**src/rtl/dm_arb_pkg.sv**
```systemverilog
package dm_arb_pkg;
  localparam int NM  = 2;
  localparam int IDW = (NM > 1) ? $clog2(NM) : 1;

  typedef enum logic [1:0] {
    BO_IDLE      = 2'd0,
    BO_BACKOFF   = 2'd1,
    BO_WRITEBACK = 2'd2,
    BO_RETURN    = 2'd3
  } bo_state_e;

  function automatic logic [NM-1:0] id2oh(input logic [IDW-1:0] id);
    logic [NM-1:0] v;
    v = '0;
    v[id] = 1'b1;
    return v;
  endfunction
endpackage

```
**src/rtl/dm_arb_handover.sv**
```systemverilog
module dm_arb_handover
  import dm_arb_pkg::*;
(
  input  logic [IDW-1:0] mrm,
  input  logic           fsm_idle,
  input  logic           bo_start,
  input  logic [NM-1:0]  req_i,
  input  logic [NM-1:0]  lock_i,
  input  logic [NM-1:0]  busy_i,
  output logic           take_req
);
  logic [IDW-1:0] lrm;

  always_comb begin
    lrm      = ~mrm;
    // A pending snoop backoff outranks a plain request.
    take_req = fsm_idle && !bo_start && req_i[lrm] &&
               !lock_i[mrm] && !busy_i[mrm];
  end
endmodule

```
**src/rtl/dm_arb_backoff_fsm.sv**
```systemverilog
module dm_arb_backoff_fsm
  import dm_arb_pkg::*;
(
  input  logic           clk,
  input  logic           rst_n,
  input  logic [IDW-1:0] mrm,
  input  logic [NM-1:0]  busy_i,
  input  logic [NM-1:0]  hitm_i,
  output logic           bo_start,
  output logic           bo_swap,
  output logic           fsm_idle,
  output logic [NM-1:0]  backoff_o
);
  bo_state_e      state_q, state_d;
  logic [IDW-1:0] orig_q, orig_d;
  logic           seen_q, seen_d;
  logic [IDW-1:0] lrm, writer;

  always_comb begin
    lrm      = ~mrm;
    writer   = ~orig_q;
    state_d  = state_q;
    orig_d   = orig_q;
    seen_d   = seen_q;
    bo_swap  = 1'b0;
    bo_start = 1'b0;
    unique case (state_q)
      BO_IDLE: begin
        if (hitm_i[lrm] && busy_i[mrm]) begin
          bo_start = 1'b1;
          orig_d   = mrm;
          state_d  = BO_BACKOFF;
        end
      end
      BO_BACKOFF: begin
        // Lock is not consulted: the dirty line must be written back.
        if (!busy_i[orig_q]) begin
          bo_swap = 1'b1;
          seen_d  = 1'b0;
          state_d = BO_WRITEBACK;
        end
      end
      BO_WRITEBACK: begin
        if (seen_q && !busy_i[writer]) state_d = BO_RETURN;
        else if (busy_i[writer])       seen_d  = 1'b1;
      end
      BO_RETURN: begin
        bo_swap = 1'b1;
        state_d = BO_IDLE;
      end
      default: state_d = BO_IDLE;
    endcase
  end

  always_ff @(posedge clk or negedge rst_n) begin
    if (!rst_n) begin
      state_q <= BO_IDLE;
      orig_q  <= '0;
      seen_q  <= 1'b0;
    end else begin
      state_q <= state_d;
      orig_q  <= orig_d;
      seen_q  <= seen_d;
    end
  end

  always_comb begin
    fsm_idle  = (state_q == BO_IDLE);
    backoff_o = fsm_idle ? '0 : id2oh(orig_q);
  end
endmodule

```
**src/rtl/dm_arb_role_reg.sv**
```systemverilog
module dm_arb_role_reg
  import dm_arb_pkg::*;
(
  input  logic           clk,
  input  logic           rst_n,
  input  logic           swap,
  output logic [IDW-1:0] mrm,
  output logic [NM-1:0]  gnt_o
);
  logic [IDW-1:0] mrm_d;
  logic [NM-1:0]  gnt_d;

  always_comb begin
    mrm_d = mrm;
    gnt_d = '0;
    if (swap) begin
      mrm_d = ~mrm;
      gnt_d = id2oh(~mrm);
    end
  end

  always_ff @(posedge clk or negedge rst_n) begin
    if (!rst_n) begin
      mrm   <= '0;
      gnt_o <= '0;
    end else begin
      mrm   <= mrm_d;
      gnt_o <= gnt_d;
    end
  end
endmodule

```
**src/rtl/dm_bus_arbiter.sv**
```systemverilog
module dm_bus_arbiter
  import dm_arb_pkg::*;
(
  input  logic           clk,
  input  logic           rst_n,
  input  logic [NM-1:0]  req_i,
  input  logic [NM-1:0]  lock_i,
  input  logic [NM-1:0]  busy_i,
  input  logic [NM-1:0]  hit_i,
  input  logic [NM-1:0]  hitm_i,
  output logic [NM-1:0]  gnt_o,
  output logic [NM-1:0]  is_mrm_o,
  output logic [NM-1:0]  backoff_o,
  output logic [NM-1:0]  shared_o,
  output logic [IDW-1:0] owner_o
);
  logic [IDW-1:0] mrm;
  logic           fsm_idle, bo_start, bo_swap, take_req;
  logic [NM-1:0]  shared_d;

  dm_arb_backoff_fsm u_fsm (
    .clk(clk), .rst_n(rst_n), .mrm(mrm), .busy_i(busy_i), .hitm_i(hitm_i),
    .bo_start(bo_start), .bo_swap(bo_swap), .fsm_idle(fsm_idle),
    .backoff_o(backoff_o)
  );

  dm_arb_handover u_hand (
    .mrm(mrm), .fsm_idle(fsm_idle), .bo_start(bo_start), .req_i(req_i),
    .lock_i(lock_i), .busy_i(busy_i), .take_req(take_req)
  );

  dm_arb_role_reg u_role (
    .clk(clk), .rst_n(rst_n), .swap(take_req | bo_swap),
    .mrm(mrm), .gnt_o(gnt_o)
  );

  // Clean hit in the other cache: owner downgrades its copy.
  always_comb begin
    shared_d = '0;
    if (hit_i[~mrm] && !hitm_i[~mrm] && busy_i[mrm]) shared_d = id2oh(mrm);
  end

  always_ff @(posedge clk or negedge rst_n) begin
    if (!rst_n) shared_o <= '0;
    else        shared_o <= shared_d;
  end

  for (genvar g = 0; g < NM; g++) begin : g_role
    assign is_mrm_o[g] = (mrm == IDW'(g));
  end

  assign owner_o = mrm;
endmodule

```
**config.mk**
```make
export PLATFORM = sky130hd
export DESIGN_NAME = dm_bus_arbiter
export DESIGN_NICKNAME = d
export VERILOG_FILES = /design/src/rtl/dm_arb_pkg.sv /design/src/rtl/dm_arb_handover.sv /design/src/rtl/dm_arb_backoff_fsm.sv /design/src/rtl/dm_arb_role_reg.sv /design/src/rtl/dm_bus_arbiter.sv
export SDC_FILE = /design/constraint.sdc
export NUM_CORES = 1
export LEC_CHECK = 0
export ABC_CLOCK_PERIOD_IN_PS = 2800
export BUFFER_PORTS_ARGS = -buffer_cell sky130_fd_sc_hd__buf_2
export CELL_PAD_IN_SITES_DETAIL_PLACEMENT = 2
export CELL_PAD_IN_SITES_GLOBAL_PLACEMENT = 2
export CORE_MARGIN = 2
export CORE_UTILIZATION = 31
export CTS_BUF_LIST = sky130_fd_sc_hd__clkbuf_8
export CTS_CLUSTER_DIAMETER = 120
export CTS_CLUSTER_SIZE = 10
export DETAILED_ROUTE_END_ITERATION = 7
export HOLD_SLACK_MARGIN = 0.12
export PLACE_DENSITY = 0.89
export SYNTH_ARGS = -nofsm -noshare
export SYNTH_HDL_FRONTEND = slang
export SYNTH_SLANG_ARGS = --single-unit
```
**constraint.sdc**
```tcl
create_clock -name clk -period 2.8 [get_ports clk]
set_input_delay 0.56 -clock clk [delete_from_list [all_inputs] [get_ports clk]]
set_output_delay 0.56 -clock clk [all_outputs]
set_load 0.02 [all_outputs]
```
==> impl_results.html <==
<table>
<tr><th>Metric</th><th>Value</th></tr>
<tr><th colspan="2">Clock tree</th></tr>
<tr><td>Post-CTS Resized</td><td>0</td></tr>
<tr><td>Maximum level of the CTS H-tree</td><td>1</td></tr>
<tr><td>Root buf cell</td><td>clkbuf_8</td></tr>
<tr><td>Cts-stage hold buffer count</td><td>0</td></tr>
<tr><td>Clock tree from TritonCTS</td><td>built</td></tr>
<tr><td>Post-CTS Setup Repair Bufs</td><td>0</td></tr>
<tr><td>Clock sink total</td><td>9</td></tr>
<tr><td>CTS Buf Count</td><td>3</td></tr>
<tr><td>Buffer levels on the longest clock path</td><td>2</td></tr>
<tr><td>Clock transition time at the flip-flop clock pins of the worst setup and hold paths</td><td>50 ps</td></tr>
<tr><td>Later-pin clock latency in the skew report</td><td>230 ps</td></tr>
<tr><th colspan="2">Setup path</th></tr>
<tr><td>Critical path origin</td><td>u_fsm.state_q[0]</td></tr>
<tr><td>Required time at the worst-slack endpoint</td><td>2240 ps</td></tr>
<tr><td>Largest fanout on the critical path</td><td>8</td></tr>
<tr><td>Number of cell instances on the worst register-to-register path</td><td>5</td></tr>
<tr><td>Classification of the worst setup path</td><td>reg -&gt; out</td></tr>
<tr><td>Capture point of the worst path</td><td>backoff_o[1]</td></tr>
<tr><td>Critical path arrival</td><td>1360 ps</td></tr>
<tr><td>RR Startpoint</td><td>u_fsm.state_q[1]</td></tr>
<tr><td>Capture point of the worst reg-to-reg path</td><td>u_fsm.state_q[1]</td></tr>
<tr><td>Kind of capture point of the worst setup path</td><td>output port</td></tr>
<tr><td>Worst reg2reg setup slack</td><td>1240 ps</td></tr>
<tr><td>Startpoint type of the worst setup path</td><td>flop</td></tr>
<tr><th colspan="2">Route</th></tr>
<tr><td>Via density per instance</td><td>5.00</td></tr>
<tr><td>Total detailed-routing wirelength</td><td>1620 µm</td></tr>
<tr><td>Number of DRC violations after detailed-routing iteration 0</td><td>5</td></tr>
<tr><td>DRC errors left</td><td>0</td></tr>
<tr><td>Count of antenna-violating nets left after detailed routing</td><td>0</td></tr>
<tr><td>Detailed-route wire length per cell</td><td>15.7 µm</td></tr>
<tr><td>Via count of the routed design</td><td>515</td></tr>
<tr><td>First-pass DRT Iterations</td><td>2</td></tr>
<tr><th colspan="2">Floorplan</th></tr>
<tr><td>Total I/O pin count</td><td>21</td></tr>
<tr><td>Die ar.</td><td>2210 µm²</td></tr>
<tr><td>Effective utilization at floorplan</td><td>33.3%</td></tr>
<tr><td>Chip width</td><td>47.0 µm</td></tr>
<tr><td>Die extent in y</td><td>47.0 µm</td></tr>
<tr><td>Number of rows in the core area</td><td>15</td></tr>
<tr><td>Area of the core</td><td>1730 µm²</td></tr>
<tr><th colspan="2">Synth</th></tr>
<tr><td>Main area contributors after synthesis</td><td>dfrtp_1, ha_1, mux2_4</td></tr>
<tr><td>Number of instances in the synthesized netlist</td><td>58</td></tr>
<tr><td>Cell area after technology mapping</td><td>574 µm²</td></tr>
<tr><td>Syn nets</td><td>74</td></tr>
<tr><td>Mapped Avg Cell Area</td><td>9.90 µm²</td></tr>
<tr><td>Proportion of synthesized chip area in sequential cells</td><td>39.2%</td></tr>
<tr><td>FF+latch count, synth</td><td>9</td></tr>
<tr><td>Syn. warnings</td><td>0</td></tr>
<tr><td>Cell type with the largest total area after synthesis</td><td>dfrtp_1</td></tr>
<tr><td>Share of Yosys cell area claimed by the top area cell type</td><td>39.2%</td></tr>
<tr><td>Cell variety after synth</td><td>25</td></tr>
<tr><th colspan="2">Global routing</th></tr>
<tr><td>Met3 Use GR</td><td>5.77%</td></tr>
<tr><td>Met1 Resource Use GR</td><td>19.2%</td></tr>
<tr><td>Maximum number of pins on one net before global-route repair</td><td>12</td></tr>
<tr><td>Via count of the first global-routing pass</td><td>505</td></tr>
<tr><td>Remaining global-route overflow</td><td>0</td></tr>
<tr><td>Number of antenna violations at the first check in global routing</td><td>0</td></tr>
<tr><td>Global-route wire length before repair</td><td>2340 µm</td></tr>
<tr><td>Most used routing layer</td><td>met2</td></tr>
<tr><td>Total routing usage reported by global routing</td><td>15.8%</td></tr>
<tr><td>Met2 Resource Use GR</td><td>26.8%</td></tr>
<tr><th colspan="2">Power and ir drop</th></tr>
<tr><td>Leakage dissipation</td><td>0.000375 µW</td></tr>
<tr><td>Peak supply drop</td><td>0.412 mV</td></tr>
<tr><td>Combinational power share</td><td>52.9%</td></tr>
<tr><td>Net switching power of the design</td><td>362 µW</td></tr>
<tr><td>Clock power frac</td><td>18.2%</td></tr>
<tr><td>Sw frac</td><td>44.1%</td></tr>
<tr><td>Power density cells</td><td>1140 nW/µm²</td></tr>
<tr><td>Part of the total power dissipated in sequential elements</td><td>28.9%</td></tr>
<tr><td>Power Internal</td><td>459 µW</td></tr>
<tr><th colspan="2">Run</th></tr>
<tr><td>Number of max-capacitance violations reported</td><td>0</td></tr>
<tr><th colspan="2">Hold path</th></tr>
<tr><td>HP Class</td><td>in -&gt; async</td></tr>
<tr><th colspan="2">Layout</th></tr>
<tr><td>Layout filler cell count</td><td>219</td></tr>
<tr><td>Register cell area after layout</td><td>225 µm²</td></tr>
<tr><td>Fin nets</td><td>95</td></tr>
<tr><td>Antenna cells</td><td>0</td></tr>
<tr><td>Area of combinational cells with multiple inputs</td><td>299 µm²</td></tr>
<tr><td>Most common cell after layout, fill and taps aside</td><td>buf_2</td></tr>
<tr><td>Layout-stage area growth over the synthesis result</td><td>25.3%</td></tr>
<tr><td>Highest-count cells in the layout ignoring fill and taps</td><td>buf_2, dfrtp_1, nor2_1</td></tr>
<tr><td>Layout cells sized above 1</td><td>37.2%</td></tr>
<tr><th colspan="2">STA</th></tr>
<tr><td>Maximum achievable frequency</td><td>0.521 GHz</td></tr>
<tr><td>Tmin final</td><td>1920 ps</td></tr>
<tr><td>Post-route clock period utilization</td><td>68.6%</td></tr>
<tr><td>Accumulated negative setup slack</td><td>0 ps</td></tr>
<tr><td>Slew Viols, Final</td><td>0</td></tr>
<tr><td>Final hold violation count</td><td>0</td></tr>
<tr><td>Transition at the pin with the smallest max-transition slack</td><td>369 ps</td></tr>
<tr><td>RSZ-0062 raised after global routing</td><td>no</td></tr>
<tr><td>Worst hold margin</td><td>180 ps</td></tr>
<tr><td>Post-Route Skew</td><td>4.11 ps</td></tr>
<tr><td>Setup-violating endpoint count in the final report</td><td>0</td></tr>
<tr><td>Headroom to the max-slew limit</td><td>75.4%</td></tr>
<tr><th colspan="2">Placed design</th></tr>
<tr><td>Final weighted congestion in routability-driven placement</td><td>0.682</td></tr>
<tr><td>DP HPWL</td><td>1210 µm</td></tr>
<tr><td>Total of buffers placed on input and output ports</td><td>20</td></tr>
<tr><th colspan="2">Outcome</th></tr>
<tr><td>Run status</td><td>complete, no violations</td></tr>
</table>
## worst max-delay path, stage by stage, from the launching register on
cell     delay, ps
dfrtp_1        400
inv_1          110
ha_1           350
nor2b_1        100
buf_2          170
## cells in the mapped netlist (all sizes together)
cell / number
dfrtp: 9
nor2: 8
inv: 5
a21oi: 4
buf: 4
ha: 4
nand3: 4
a31oi: 3
mux2: 3
nor2b: 2
nor4bb: 2
a21o: 1
a22oi: 1
and4b: 1
mux2i: 1
nand2: 1
nor3b: 1
o211ai: 1
o21ai: 1
o22ai: 1
or2b: 1
## cell type report
class	instances	area share, %
multi-input combinational	40	41.6
timing repair buffer	20	13.9
clock inverter	1	0.522
sequential	9	31.3
tap	25	4.35
inverter	5	2.61
clock buffer	3	5.74
## power groups by stage
stage | clock network [µW] | registers, µW | logic [µW]
finish | 150 | 237 | 434
detailed placement | 0 | 238 | 436
global route | 162 | 247 | 482
floorplan | 0 | 230 | 341
global placement | 0 | 234 | 407
CTS | 155 | 238 | 440
## how the worst min path moves through the flow
stage | slack [ps] | to
after floorplan | 260 | shared_o[0]
after global placement | 430 | u_fsm.seen_q
after detailed placement | 430 | u_fsm.seen_q
after CTS | 180 | u_fsm.state_q[0]
after global routing | 180 | u_fsm.state_q[0]
final | 180 | u_fsm.state_q[0]
## routing by layer
metal / vias to the layer above / routed length [µm]
met2: 14 / 851
met1: 259 / 683
met5: - / 0
met3: 2 / 80
li1: 240 / -
met4: 0 / 4
## registers in the layout (all words and copies together) (netlist names)
signal,cells
u_fsm.orig_q,1
u_role.gnt_o,2
u_fsm.state_q,2
u_role.mrm,1
u_fsm.seen_q,1
shared_o,2
## metrics by stage
step	instances	area [µm²]	util, %	setup WS [ps]	power, µW
floorplan	58	574	-	1210	572
global placement	99	674	39.1	1180	641
detailed placement	99	674	39.1	1140	674
finish	103	719	41.7	880	821
global route	103	719	41.7	772	890
CTS	103	719	41.7	862	833
## kinds of logic after synthesis
family          synth area share, %
simple gates                   20.3
mux                            8.93
compound gates                 14.2
fa+ha+maj                      8.71
buf+inv                        8.71
flops                          39.2
(Power assumes the default switching activity.)
